File: config.mk
export PLATFORM = sky130hd
export DESIGN_NAME = host_mem_port
export DESIGN_NICKNAME = d
export VERILOG_FILES = /design/src/rtl/hmp_pkg.sv /design/src/rtl/hmp_sync.sv /design/src/rtl/hmp_engine.sv /design/src/rtl/host_mem_port.sv
export SDC_FILE = /design/constraint.sdc
export NUM_CORES = 1
export LEC_CHECK = 0
export ABC_AREA = 1
export BUFFER_PORTS_ARGS = -buffer_cell sky130_fd_sc_hd__buf_2
export CORE_UTILIZATION = 40
export DETAILED_ROUTE_END_ITERATION = 6
export GPL_ROUTABILITY_DRIVEN = 0
export PLACE_DENSITY = 0.6
export SLEW_MARGIN = 10
export SYNTH_ARGS = -nofsm -noshare
export SYNTH_HDL_FRONTEND = slang
export SYNTH_HIERARCHICAL = 1
export SYNTH_SLANG_ARGS = --single-unit
File: constraint.sdc
create_clock -name clk -period 1.6 [get_ports clk]
set_input_delay 0.16 -clock clk [delete_from_list [all_inputs] [get_ports clk]]
set_output_delay 0.16 -clock clk [all_outputs]
set_load 0.05 [all_outputs]
File: src/rtl/hmp_pkg.sv
package hmp_pkg;
    typedef enum logic {
        SPACE_DM = 1'b0,
        SPACE_PM = 1'b1
    } space_e;

    localparam int unsigned SEL_BIT_POS = 15;
endpackage

File: src/rtl/hmp_sync.sv
module hmp_sync #(
    parameter int unsigned W      = 4,
    parameter int unsigned STAGES = 1
) (
    input  logic         clk,
    input  logic         rst_n,
    input  logic [W-1:0] d,
    output logic [W-1:0] q
);
    logic [W-1:0] chain_q [STAGES];

    generate
        for (genvar i = 0; i < STAGES; i++) begin : g_stage
            always_ff @(posedge clk or negedge rst_n) begin
                if (!rst_n)
                    chain_q[i] <= '0;
                else if (i == 0)
                    chain_q[i] <= d;
                else
                    chain_q[i] <= chain_q[(i == 0) ? 0 : i-1];
            end
        end
    endgenerate

    assign q = chain_q[STAGES-1];
endmodule

File: src/rtl/hmp_engine.sv
module hmp_engine
    import hmp_pkg::*;
#(
    parameter int unsigned ADDR_W    = 14,
    parameter int unsigned BUS_W     = 16,
    parameter int unsigned PM_W      = 24,
    parameter int unsigned OVL_W     = 8,
    parameter logic [ADDR_W-1:0] CTRL_BASE = 14'h3FE0
) (
    input  logic              clk,
    input  logic              rst_n,
    input  logic              s_sel,
    input  logic              s_lat,
    input  logic              s_rd,
    input  logic              s_wr,
    input  logic [BUS_W-1:0]  s_bus,
    output logic [BUS_W-1:0]  rd_data,
    output logic              ack,
    output logic              mem_req,
    output logic              mem_we,
    output logic              mem_pm,
    output logic [ADDR_W-1:0] mem_addr,
    output logic [PM_W-1:0]   mem_wdata,
    input  logic [PM_W-1:0]   mem_rdata,
    output logic [OVL_W-1:0]  ovl_sel,
    output logic              space_pm
);
    localparam int unsigned LO_W = PM_W - BUS_W;

    typedef struct packed {
        logic              busy;
        logic              lat_p;
        logic              acc_p;
        logic              is_wr;
        logic              pm;
        logic              half;
        logic [ADDR_W-1:0] addr;
        logic [OVL_W-1:0]  ovl;
        logic [BUS_W-1:0]  lbus;
        logic [BUS_W-1:0]  wdat;
        logic [BUS_W-1:0]  hi_w;
        logic [LO_W-1:0]   hold_lo;
        logic [BUS_W-1:0]  rdat;
    } eng_t;

    eng_t st_d, st_q;
    logic acc_now, start, lat_fall, last;

    always_comb begin
        st_d     = st_q;
        acc_now  = s_sel & (s_rd | s_wr);
        lat_fall = st_q.lat_p & ~s_lat & s_sel;
        start    = acc_now & ~st_q.acc_p & ~st_q.busy;
        last     = ~st_q.pm | st_q.half;

        st_d.lat_p = s_lat;
        st_d.acc_p = acc_now;
        if (s_sel && s_lat)
            st_d.lbus = s_bus;

        if (start) begin
            st_d.busy  = 1'b1;
            st_d.is_wr = s_wr;
            st_d.wdat  = s_bus;
        end

        if (st_q.busy) begin
            st_d.busy = 1'b0;
            if (st_q.pm)
                st_d.half = ~st_q.half;
            if (!st_q.is_wr) begin
                if (st_q.pm && !st_q.half) begin
                    st_d.rdat    = mem_rdata[PM_W-1:LO_W];
                    st_d.hold_lo = mem_rdata[LO_W-1:0];
                end else if (st_q.pm) begin
                    st_d.rdat = {{(BUS_W-LO_W){1'b0}}, st_q.hold_lo};
                end else begin
                    st_d.rdat = mem_rdata[BUS_W-1:0];
                end
            end else if (st_q.pm && !st_q.half) begin
                st_d.hi_w = st_q.wdat;
            end
            if (last)
                st_d.addr = st_q.addr + 1'b1;
        end

        if (lat_fall) begin
            if (st_q.lbus[SEL_BIT_POS]) begin
                st_d.ovl = st_q.lbus[OVL_W-1:0];
            end else begin
                st_d.pm   = st_q.lbus[ADDR_W];
                st_d.addr = st_q.lbus[ADDR_W-1:0];
            end
            st_d.half = 1'b0;
        end
    end

    always_ff @(posedge clk or negedge rst_n) begin
        if (!rst_n)
            st_q <= '0;
        else
            st_q <= st_d;
    end

    always_comb begin
        mem_we   = st_q.busy & st_q.is_wr;
        mem_pm   = st_q.pm;
        mem_addr = st_q.addr;
        if (st_q.is_wr)
            mem_req = st_q.busy & (st_q.pm ? st_q.half : (st_q.addr < CTRL_BASE));
        else
            mem_req = st_q.busy & (st_q.pm ? ~st_q.half : 1'b1);
        if (st_q.pm)
            mem_wdata = {st_q.hi_w, st_q.wdat[LO_W-1:0]};
        else
            mem_wdata = {{LO_W{1'b0}}, st_q.wdat};
    end

    assign ack      = ~st_q.busy & ~start;
    assign rd_data  = st_q.rdat;
    assign ovl_sel  = st_q.ovl;
    assign space_pm = (st_q.pm == SPACE_PM);


    req_one_cycle_chk: assert property (@(posedge clk) disable iff (!rst_n)
        mem_req |=> !mem_req);

    req_while_busy_chk: assert property (@(posedge clk) disable iff (!rst_n)
        mem_req |-> !ack);

    ctrl_protect_chk: assert property (@(posedge clk) disable iff (!rst_n)
        (mem_req && mem_we && !mem_pm) |-> (mem_addr < CTRL_BASE));

    addr_step_chk: assert property (@(posedge clk) disable iff (!rst_n)
        (st_q.busy && last && !lat_fall) |=> (st_q.addr == $past(st_q.addr) + 1'b1));

    ovl_hold_chk: assert property (@(posedge clk) disable iff (!rst_n)
        !lat_fall |=> $stable(st_q.ovl));
endmodule

File: src/rtl/host_mem_port.sv
module host_mem_port #(
    parameter int unsigned ADDR_W      = 14,
    parameter int unsigned BUS_W       = 16,
    parameter int unsigned PM_W        = 24,
    parameter int unsigned OVL_W       = 8,
    parameter int unsigned SYNC_STAGES = 1,
    parameter logic [ADDR_W-1:0] CTRL_BASE = 14'h3FE0
) (
    input  logic              clk,
    input  logic              rst_n,
    input  logic              h_sel,
    input  logic              h_latch,
    input  logic              h_rd,
    input  logic              h_wr,
    input  logic [BUS_W-1:0]  bus_in,
    output logic [BUS_W-1:0]  bus_out,
    output logic              bus_oe,
    output logic              ack,
    output logic              mem_req,
    output logic              mem_we,
    output logic              mem_pm,
    output logic [ADDR_W-1:0] mem_addr,
    output logic [PM_W-1:0]   mem_wdata,
    input  logic [PM_W-1:0]   mem_rdata,
    output logic [OVL_W-1:0]  ovl_sel,
    output logic [BUS_W-1:0]  ctl_word
);
    localparam int unsigned SYNC_W = BUS_W + 4;

    logic [SYNC_W-1:0] s_vec;
    logic              space_pm;

    hmp_sync #(.W(SYNC_W), .STAGES(SYNC_STAGES)) i_sync (
        .clk   (clk),
        .rst_n (rst_n),
        .d     ({h_sel, h_latch, h_rd, h_wr, bus_in}),
        .q     (s_vec)
    );

    hmp_engine #(
        .ADDR_W(ADDR_W), .BUS_W(BUS_W), .PM_W(PM_W), .OVL_W(OVL_W), .CTRL_BASE(CTRL_BASE)
    ) i_engine (
        .clk       (clk),
        .rst_n     (rst_n),
        .s_sel     (s_vec[BUS_W+3]),
        .s_lat     (s_vec[BUS_W+2]),
        .s_rd      (s_vec[BUS_W+1]),
        .s_wr      (s_vec[BUS_W]),
        .s_bus     (s_vec[BUS_W-1:0]),
        .rd_data   (bus_out),
        .ack       (ack),
        .mem_req   (mem_req),
        .mem_we    (mem_we),
        .mem_pm    (mem_pm),
        .mem_addr  (mem_addr),
        .mem_wdata (mem_wdata),
        .mem_rdata (mem_rdata),
        .ovl_sel   (ovl_sel),
        .space_pm  (space_pm)
    );

    assign bus_oe   = h_sel & h_rd;
    assign ctl_word = {{(BUS_W-ADDR_W-1){1'b0}}, space_pm, mem_addr};


    oe_read_only_chk: assert property (@(posedge clk) disable iff (!rst_n)
        (h_sel && h_wr && !h_rd) |-> !bus_oe);
endmodule

==> results.sh <==
export IMPL_synth_warnings=6
export IMPL_clock_root_buffer="clkbuf_16"
export IMPL_drt_iter0_drc=217
export IMPL_crit_fanout=24
export IMPL_clkPwrFrac=0.265
export IMPL_power_uw=14420
export IMPL_first_pass_iters=4
export IMPL_wl_um=12400
export IMPL_yosys_area_share_simple=0.1666
export IMPL_clock_skew_ps=5.805
export IMPL_grt_pass1_vias=4020
export IMPL_syn_avg_cell_area_sq_um=9.441
export IMPL_crit_chain="buf_12, o21ai_2, buf_6"
export IMPL_worstPathArrival_ps=1430
export IMPL_initial_core_util=0.4112
export IMPL_clock_path_buffers=2
export IMPL_ys_ff_latch=120
export IMPL_synth_xor_area_frac=0.004807
export IMPL_dp_hpwl_um=8560
export IMPL_critPathMaxStageDelay_ps=470
export IMPL_max_freq_mhz=628.8
export IMPL_vias_per_cell=4.721
export IMPL_multi_input_area_sq_um=1732
export IMPL_cts_tree="done"
export IMPL_clock_sinks=120
export IMPL_nNetsFinal=753
export IMPL_critPathLaunch="i_engine/mem_pm"
export IMPL_grt_setup_unrepaired="true"
export IMPL_p_switching_uw=6189
export IMPL_final_hold_violation_count=0
export IMPL_n_antenna_cell=0
export IMPL_slew_viol_final=0
export IMPL_setup_viol=0
export IMPL_setup_slack_ps=9.582
export IMPL_hold_class="in2reg"
export IMPL_power_leakage_uw=0.003564
export IMPL_synth_adder_area_share=0.002289
export IMPL_status="complete, no violations"
export IMPL_min_from="mem_rdata[14]"
export IMPL_r2r_start="i_engine/mem_pm"
export IMPL_worst_endpoint_required_ps=1440
export IMPL_synth_cells=579
export IMPL_die_h_um=118.9
export IMPL_postRouteAntennaNets=0
export IMPL_power_frac_comb=0.425
export IMPL_antenna_found_initial=0
export IMPL_swShare=0.4293
export IMPL_die_area_sq_um=14140
export IMPL_synth_seq_area_share=0.5493
export IMPL_whs_ps=12.53
export IMPL_clkTransAtPathRegs_ps=50
export IMPL_worstSkewPairLatency_ps=410
export IMPL_cp_num_buf_inv=2
export IMPL_htreeDepth=4
export IMPL_portBuffers=127
export IMPL_synth_nets=626
export IMPL_ys_top_cells_by_area="dfrtp_1 (55%), buf_4 (8.8%), nand2_1 (7.8%)"
export IMPL_seq_area_sq_um=3007
export IMPL_period_share=0.9940
export IMPL_layout_drive_gt1_share=0.3357
export IMPL_p_int_uw=8227
export IMPL_grt_ovfl_total=0
export IMPL_synth_edff_count=0
export IMPL_power_density_nw_per_um2=2033
export IMPL_grtUsageTotal=0.1832
export IMPL_syn_area_sq_um=5466
export IMPL_path_class="reg2out"
export IMPL_cpLargestDelayFamily="flip-flops"
export IMPL_cts_buffers_inserted=17
export IMPL_n_fill_cell=1185
export IMPL_grt_max_degree=39
export IMPL_die_width_um=118.9
export IMPL_max_vdd_ir_drop_mv=1.077
export IMPL_synth_top_family_by_area="simple AND/OR/NAND/NOR gates"
export IMPL_wl_per_cell_um=13.87
export IMPL_via_count=4221
export IMPL_synth_largest_area_cell="dfrtp_1"
export IMPL_yosysUniqueCellTypes=29
export IMPL_synth_top_cell_area_share=0.5493
export IMPL_drv_cap=0
export IMPL_synthTopCellsByCount="dfrtp_1 (120), nand2_1 (114), buf_4 (64)"
export IMPL_grt_pass1_wl_um=19930
export IMPL_worst_pin_slew_ps=530.5
export IMPL_async_flop_share=1.000
export IMPL_worst_path_max_delay_cell="dfrtp_2"
export IMPL_pre_cts_slack_ps=155.6
export IMPL_row_count=42
export IMPL_seqPwrFrac=0.309
export IMPL_io_pins=129
export IMPL_coreArea_sq_um=13300
export IMPL_relSlewSlack=0.6463
export IMPL_layout_min_cycle_time_ps=1590
export IMPL_area_growth_pct=29.73
export IMPL_cp_start_kind="flop"
export IMPL_end_kind="output port"
export IMPL_yosysMostFrequentCell="dfrtp_1"
export IMPL_synth_compound_area_frac=0.07942
export IMPL_yosys_most_used_dff="dfrtp_1"
export IMPL_drc=0
export IMPL_synthMuxAreaShare=0.05562
## cells by family after synthesis
family,Yosys count
multiplexers,27
flip-flops,120
AO/OA/AOI/OAI,82
XOR/XNOR,3
buffers and inverters,135
adder cells (fa/ha/maj),1
AND/OR/NAND/NOR,210
other,1
## routing by layer
| layer | vias up | GRT usage | wire length (um) |
|---|---|---|---|
| met5 | - | 0 | 0 |
| met4 | 0 | 0.06646 | 201 |
| met3 | 15 | 0.05268 | 706 |
| met2 | 131 | 0.2902 | 5867 |
| met1 | 1996 | 0.2387 | 5626 |
| li1 | 2079 | - | - |
## per-stage QoR
| step | utilization | TNS, ps | cell area [sq um] | instances |
|---|---|---|---|---|
| after detailed placement | 0.4468 | 0 | 5941 | 818 |
| after global placement | 0.4468 | 0 | 5941 | 818 |
| final | 0.5334 | 0 | 7092 | 894 |
| after global routing | 0.5334 | -286.2 | 7092 | 894 |
| after CTS | 0.5280 | -10.19 | 7019 | 890 |
| after floorplan | - | 0 | 5500 | 579 |
## sequential cells by signal, summed over array words and instances (netlist names)
register,cells
i_engine/mem_addr,14
i_engine/mem_pm,1
i_engine/st_q,61
i_engine/rd_data,16
i_engine/ovl_sel,8
i_sync/q,20
## worst min-delay path: cells and delay by family
kind / cells / cell delay [ps]
and+or+nand+nor: 2 / 140
buffers and inverters: 1 / 90
## final cells by class
class	count	share of cell area
flip-flops and latches	120	0.4240
multi-input cells	324	0.2442
clock buffers	22	0.06687
inverters	51	0.02735
clock inverters	9	0.01729
repair buffers	192	0.1893
well taps	176	0.03105
## power groups by stage
stage / clock network, uW / registers [uW] / logic, uW
floorplan: 0 / 4390 / 5210
global placement: 0 / 4510 / 5590
detailed placement: 0 / 4550 / 5630
CTS: 3910 / 4460 / 6070
global route: 4050 / 4570 / 6520
finish: 3820 / 4460 / 6130
## worst paths after layout
check / endpoint / slack, ps / depth (start not counted)
worst max-delay path: mem_wdata[8] / 10 / 3
worst min register to register: i_engine/st_q[98] / 460 / 0
worst min-delay path: i_engine/rd_data[14] / 10 / 3
worst max register to register: i_engine/st_q[29] / 130 / 5
max in group asynchronous: i_engine/mem_addr[8] / 640 / 3
min in group asynchronous: i_engine/mem_addr[11] / 270 / 2
## placed cells by master, fill, tap and decap left out, drive strengths merged
cell         instances
nand3b               1
dlygate4sd3         33
clkbuf              22
clkinvlp             1
a31oi                8
nor3                 5
o211ai               1
inv                 51
nand2              118
bufinv               3
nand4                6
buf                159
o22ai                1
nor2                34
conb                 1
a21oi               21
o21bai               3
nand3               46
o21a                 1
mux2                27
o21ai               47
clkinv               5
xor2                 3
ha                   1
dfrtp              120
## what timing repair did
action,in CTS,in global routing
gates resized for setup,32,11
endpoints found under the setup margin,18,19
setup buffers,8,4
hold buffers,33,0
endpoints found under the hold margin,65,0
pin swaps,0,1
Note: power is estimated with default switching activity, not from simulation.
